===== src/rtl/fpd_pkg.sv =====
package fpd_pkg;

    localparam int FPD_ADDR_W = 32;
    localparam int FPD_EXP_W  = 5;
    localparam int FPD_LEN_W  = 16;

    typedef enum logic [1:0] {
        SZ_1B = 2'd0,
        SZ_2B = 2'd1,
        SZ_4B = 2'd2,
        SZ_8B = 2'd3
    } beat_size_e;

endpackage


===== src/rtl/fpd_window.sv =====
module fpd_window #(
    parameter int AW = 32,
    parameter int EW = 5
) (
    input  logic [AW-1:0] base,
    input  logic [EW-1:0] size_exp,
    input  logic [AW-1:0] addr,
    output logic          hit
);
    localparam logic [AW:0] ONE_X = {{AW{1'b0}}, 1'b1};

    logic [AW:0]   span;
    logic [AW:0]   top_ext;
    logic [AW-1:0] top_sat;

    always_comb begin
        span    = ONE_X << size_exp;
        top_ext = {1'b0, base} + span - ONE_X;
        // past the top of the address space the window is clipped
        top_sat = top_ext[AW] ? {AW{1'b1}} : top_ext[AW-1:0];
        hit     = (addr >= base) && (addr <= top_sat);
    end
endmodule


===== src/rtl/fpd_remap.sv =====
module fpd_remap #(
    parameter int AW = 32
) (
    input  logic [AW-1:0] bus_addr,
    input  logic [AW-1:0] offset,
    output logic [AW-1:0] flash_addr
);
    always_comb begin
        flash_addr = bus_addr + offset;
    end
endmodule


===== src/rtl/fpd_xfer.sv =====
module fpd_xfer
    import fpd_pkg::*;
#(
    parameter int AW = 32,
    parameter int LW = 16
) (
    input  logic          clk,
    input  logic          rst_n,
    input  logic          start_rd,
    input  logic          start_wr,
    input  logic [AW-1:0] rd_start,
    input  logic [AW-1:0] wr_start,
    input  logic [LW-1:0] byte_cnt,
    input  logic          ind_req,
    input  logic          req_wr,
    input  beat_size_e    req_size,
    input  logic          fifo_full,
    input  logic          fifo_empty,
    output logic          accept,
    output logic          busy,
    output logic          is_wr,
    output logic [AW-1:0] cur_addr,
    output logic          done
);
    localparam logic [LW-1:0] ONE_L = {{(LW-1){1'b0}}, 1'b1};

    typedef struct packed {
        logic          active;
        logic          wr;
        logic [AW-1:0] addr;
        logic [LW-1:0] remain;
        logic          done;
    } xfer_t;

    xfer_t         st_q, st_d;
    logic [LW-1:0] beat_bytes;
    logic          dir_ok;

    always_comb begin
        st_d       = st_q;
        st_d.done  = 1'b0;
        beat_bytes = ONE_L << req_size;
        dir_ok     = st_q.wr ? (req_wr && !fifo_full) : (!req_wr && !fifo_empty);
        accept     = ind_req && st_q.active && dir_ok;

        if (!st_q.active) begin
            if ((start_rd || start_wr) && (byte_cnt != '0)) begin
                st_d.active = 1'b1;
                st_d.wr     = !start_rd;
                st_d.addr   = start_rd ? rd_start : wr_start;
                st_d.remain = byte_cnt;
            end
        end else if (accept) begin
            st_d.addr = st_q.addr + AW'(beat_bytes);
            if (st_q.remain <= beat_bytes) begin
                st_d.active = 1'b0;
                st_d.remain = '0;
                st_d.done   = 1'b1;
            end else begin
                st_d.remain = st_q.remain - beat_bytes;
            end
        end
    end

    always_ff @(posedge clk or negedge rst_n) begin
        if (!rst_n) begin
            st_q <= '0;
        end else begin
            st_q <= st_d;
        end
    end

    assign busy     = st_q.active;
    assign is_wr    = st_q.wr;
    assign cur_addr = st_q.addr;
    assign done     = st_q.done;
endmodule


===== src/rtl/flash_path_decoder.sv =====
module flash_path_decoder
    import fpd_pkg::*;
#(
    parameter int AW = FPD_ADDR_W,
    parameter int EW = FPD_EXP_W,
    parameter int LW = FPD_LEN_W
) (
    input  logic          clk,
    input  logic          rst_n,
    input  logic [AW-1:0] cfg_trig_base,
    input  logic [EW-1:0] cfg_trig_exp,
    input  logic [AW-1:0] cfg_remap,
    input  logic [AW-1:0] cfg_rd_start,
    input  logic [AW-1:0] cfg_wr_start,
    input  logic [LW-1:0] cfg_xfer_len,
    input  logic          start_rd,
    input  logic          start_wr,
    input  logic          bus_valid,
    input  logic          bus_write,
    input  logic [AW-1:0] bus_addr,
    input  logic [1:0]    bus_size,
    output logic          bus_wait,
    output logic          dir_valid,
    output logic          dir_write,
    output logic [AW-1:0] dir_addr,
    input  logic          fifo_full,
    input  logic          fifo_empty,
    output logic          fifo_push,
    output logic          fifo_pop,
    output logic          ind_busy,
    output logic [AW-1:0] ind_flash_addr,
    output logic          ind_done
);
    logic       in_win;
    logic       ind_req;
    logic       accept;
    logic       xfer_wr;
    beat_size_e size_e;

    assign size_e  = beat_size_e'(bus_size);
    assign ind_req = bus_valid && in_win;

    fpd_window #(.AW(AW), .EW(EW)) u_window (
        .base     (cfg_trig_base),
        .size_exp (cfg_trig_exp),
        .addr     (bus_addr),
        .hit      (in_win)
    );

    fpd_remap #(.AW(AW)) u_remap (
        .bus_addr   (bus_addr),
        .offset     (cfg_remap),
        .flash_addr (dir_addr)
    );

    fpd_xfer #(.AW(AW), .LW(LW)) u_xfer (
        .clk        (clk),
        .rst_n      (rst_n),
        .start_rd   (start_rd),
        .start_wr   (start_wr),
        .rd_start   (cfg_rd_start),
        .wr_start   (cfg_wr_start),
        .byte_cnt   (cfg_xfer_len),
        .ind_req    (ind_req),
        .req_wr     (bus_write),
        .req_size   (size_e),
        .fifo_full  (fifo_full),
        .fifo_empty (fifo_empty),
        .accept     (accept),
        .busy       (ind_busy),
        .is_wr      (xfer_wr),
        .cur_addr   (ind_flash_addr),
        .done       (ind_done)
    );

    always_comb begin
        dir_valid = bus_valid && !in_win;
        dir_write = bus_write;
        bus_wait  = ind_req && !accept;
        fifo_push = accept && xfer_wr;
        fifo_pop  = accept && !xfer_wr;
    end
endmodule


===== config.mk =====
export PLATFORM = sky130hd
export DESIGN_NAME = flash_path_decoder
export DESIGN_NICKNAME = d
export VERILOG_FILES = /design/src/rtl/fpd_pkg.sv /design/src/rtl/fpd_window.sv /design/src/rtl/fpd_remap.sv /design/src/rtl/fpd_xfer.sv /design/src/rtl/flash_path_decoder.sv
export SDC_FILE = /design/constraint.sdc
export NUM_CORES = 1
export LEC_CHECK = 0
export ABC_AREA = 1
export BUFFER_PORTS_ARGS = -buffer_cell sky130_fd_sc_hd__buf_2
export CELL_PAD_IN_SITES_DETAIL_PLACEMENT = 0
export CELL_PAD_IN_SITES_GLOBAL_PLACEMENT = 1
export CORE_MARGIN = 2
export CORE_UTILIZATION = 25
export DETAILED_ROUTE_END_ITERATION = 8
export PLACE_DENSITY_LB_ADDON = 0.15
export REMOVE_ABC_BUFFERS = 1
export SYNTH_ARGS = -nofsm -noshare
export SYNTH_HDL_FRONTEND = slang
export SYNTH_SLANG_ARGS = --single-unit
export TNS_END_PERCENT = 30

===== constraint.sdc =====
create_clock -name clk -period 5.3 [get_ports clk]
set_clock_uncertainty 0.2 [all_clocks]
set_input_delay 0.795 -clock clk [delete_from_list [all_inputs] [get_ports clk]]
set_output_delay 0.795 -clock clk [all_outputs]
set_load 0.01 [all_outputs]

==> impl_metrics.ini <==
[synthesis]
synth-seq-cells = 51
synth_fa_ha_area_share_pct = 19.8
netlist_instances = 1698
ys_warn_count = 0
avgSynthCellArea_um2 = 6.42
synth-compound-area-share_pct = 10.0
ys_seq_area_share_pct = 11.7
synthMuxAreaShare_pct = 3.31
synthXorXnorAreaFrac_pct = 7.07
synthDistinctLibCells = 55
synth_top_family_by_area = simple AND/OR/NAND/NOR gates
syn_area_um2 = 10900
synth-simple-area-share_pct = 34.5

[layout]
final_nets = 2455
multi_input_area_um2 = 9330
fillers = 4734
syn2layout_area_growth_pct = 42.2
fin_area_um2 = 15500
register_area_um2 = 1280
drive_gt1_share_pct = 36.2

[timing]
tightest_slew_ns = 0.815
fmax_mhz = 178
fin_crit_sh_pct = 106
fin_tns_setup_ns = -1.09
slew_headroom_pct = 45.5
rsz0062_at_grt = true
worst_slack_ns = -0.307
report.final.slew_viol_count = 0
finalHoldViolCount = 0
finalCriticalPeriod_ns = 5.61
setup_viol = 4

[power]
power_leakage_nw = 7.85
powerDensity_nw_per_um2 = 238
irDropWorstVdd_mv = 0.133

[die]
design.core.area_um2 = 43100
die_w_um = 213
io_pins = 262
die_h_um = 213
fp-row-count = 76
die_area_um2 = 45300
start_util_pct = 25.3

[clock_tree]
cts_sinks = 51
htree_levels = 2
cts_tree = done
insertion_delay_ns = 0.32
max-clock-path-buffers = 2
clk_pin_slew_ns = 0.07
clock-root-buffer = clkbuf_16
cts_buffers = 5

[worst_setup_path]
r2r_start = u_xfer.st_q[1]
reg2reg_depth = 10
path_class = in -> out
worstPathRequired_ns = 4.30
start_kind = input port
cp.arrival_ns = 4.61
r2r_setup_slack_ns = 2.51
worst_r2r_endpoint = u_xfer.done
slowest_delay_ns = 0.35
worstSetupEndpointType = output pin
crit_slowest_cell = ha_1
crit_fanout = 6

[worst_hold_path]
hp-class = reg -> reg
holdPathEnd = u_xfer.st_q[4]
min_from = u_xfer.st_q[4]
hold_depth = 2

[route]
drc_errors = 0
drtIter0Drc = 516
wl_per_cell_um = 16.3
vias_per_cell = 4.59
wirelength_um = 43800
firstDrtPassIters = 4
vias = 12315
antenna_left = 0

[placement]
io_buffers = 261
placed_cell_area_um2 = 13800
gp_congestion = 0.896
dpl.hpwl_um = 36700

[job]
maxCapViolations = 0

[global_routing]
grt_overflow = 0
antenna_found_initial = 2
grt_pass1_vias = 12271
grt_max_degree = 52
grt_usage_pct = 19.0
grt_pass1_wl_um = 67300

[status]
violations = negative setup slack
status = finished, violations left
[cell type report]
| type | instances | area share, % |
|---|---|---|
| clock buffers | 7 | 0.856 |
| multi-input cells | 1302 | 60.2 |
| well taps | 585 | 4.72 |
| inverters | 268 | 6.62 |
| flip-flops and latches | 51 | 8.23 |
| repair buffers | 466 | 19.3 |
| diodes | 2 | 0.0323 |
| clock inverters | 1 | 0.0323 |
[cell families (layout without fill, tap and decap cells)]
kind of cell | count (synthesis) | in the layout
simple gates | 825 | 825
buf+inv | 345 | 742
compound gates | 187 | 187
fa+ha+maj | 170 | 170
xor+xnor | 88 | 88
flops | 51 | 51
mux | 32 | 32
other cells | 0 | 2
[flip-flops by register name, summed over array words and instances (netlist names)]
register	count
u_xfer.busy	1
u_xfer.st_q	16
u_xfer.cur_addr	32
u_xfer.is_wr	1
u_xfer.done	1
[cell usage in the layout (no fill, tap or decap), types with 49 or more instances in the layout]
cell type / n
nand2_1: 291
buf_2: 257
inv_1: 239
buf_4: 189
nand3_1: 187
ha_1: 125
nor2_1: 124
a21oi_1: 65
xor2_1: 54
dfrtp_1: 51
nand4_1: 49
[through the flow]
step                std cells  utilization, %  hold slack [ns]  setup WS [ns]  total power, mW
floorplan                1621               -            0.279          -1.35             2.12
global placement         2644            32.1            0.295         -0.707             3.06
detailed placement       2644            32.1            0.307         -0.709             3.07
CTS                      2660            33.9            0.324         -0.467             3.55
global route             2682            36.0            0.359         -0.581             4.07
finish                   2682            36.0            0.327         -0.307             3.68
[critical path: cells and delay by family]
family	cells	cell delay, ns
and+or+nand+nor	15	1.73
adders and majority gates	3	0.88
buffers and inverters	10	0.96
xor gates and xnor gates	1	0.23
[cell usage after synthesis, drive strengths merged]
| library cell | number | area (um2) |
|---|---|---|
| o31ai | 1 | 7.51 |
| a31oi | 7 | 43.8 |
| o211ai | 1 | 7.51 |
| a31o | 1 | 8.76 |
| o21bai | 6 | 45.0 |
| nand2 | 339 | 1310 |
| xnor2 | 30 | 263 |
| a21boi | 3 | 26.3 |
| dfrtp | 51 | 1280 |
| o221ai | 1 | 8.76 |
| nor2 | 174 | 706 |
| a211oi | 3 | 35.0 |
| a21oi | 99 | 510 |
| buf | 54 | 389 |
| nand3b | 1 | 7.51 |
| nor4 | 10 | 77.6 |
| nor3 | 36 | 190 |
| o21ai | 44 | 235 |
| and2 | 2 | 13.8 |
| nand4 | 49 | 307 |
| inv | 267 | 1000 |
| fa | 4 | 80.1 |
| mux2 | 32 | 360 |
| or3 | 1 | 6.26 |
| a221oi | 2 | 17.5 |
| o21a | 4 | 30.0 |
| ha | 166 | 2080 |
| nor3b | 2 | 26.3 |
| xor2 | 58 | 508 |
| clkinv | 1 | 3.75 |
| clkbuf | 23 | 90.1 |
| o2111ai | 1 | 8.76 |
| a21o | 14 | 105 |
| nand3 | 211 | 1120 |
[power by group]
part,leakage [nW],total (mW),internal (mW),switching (mW)
Combinational,7.14,2.54,1.11,1.43
Clock,0.0679,0.351,0.176,0.175
Sequential,0.642,0.794,0.549,0.245
[how the worst max path moves through the flow]
stage / start / endpoint / depth (start not counted)
finish: cfg_trig_exp[2] / fifo_pop / 29
global route: cfg_trig_exp[1] / fifo_pop / 30
CTS: cfg_trig_exp[1] / fifo_pop / 30
detailed placement: cfg_trig_exp[2] / fifo_pop / 27
global placement: cfg_trig_exp[2] / fifo_push / 27
floorplan: cfg_trig_exp[2] / fifo_pop / 27
[timing repair]
item                                    CTS  global route
hold buffers                              0             0
setup buffers                             7            21
pin swaps                                56           114
gates cloned                              1             0
endpoints found under the setup margin   52            54
gates resized for setup                 112           169
[routing by layer]
layer / share of wire [%] / global-route usage [%] / vias to the layer above / wire, um
li1: - / - / 6369 / -
met1: 49 / 26.9 / 5763 / 21600
met2: 47 / 31.9 / 159 / 20600
met3: 2.5 / 1.60 / 24 / 1090
met4: 1.2 / 2.65 / 0 / 506
met5: 0 / 0 / - / 0
(Power assumes the default switching activity.)
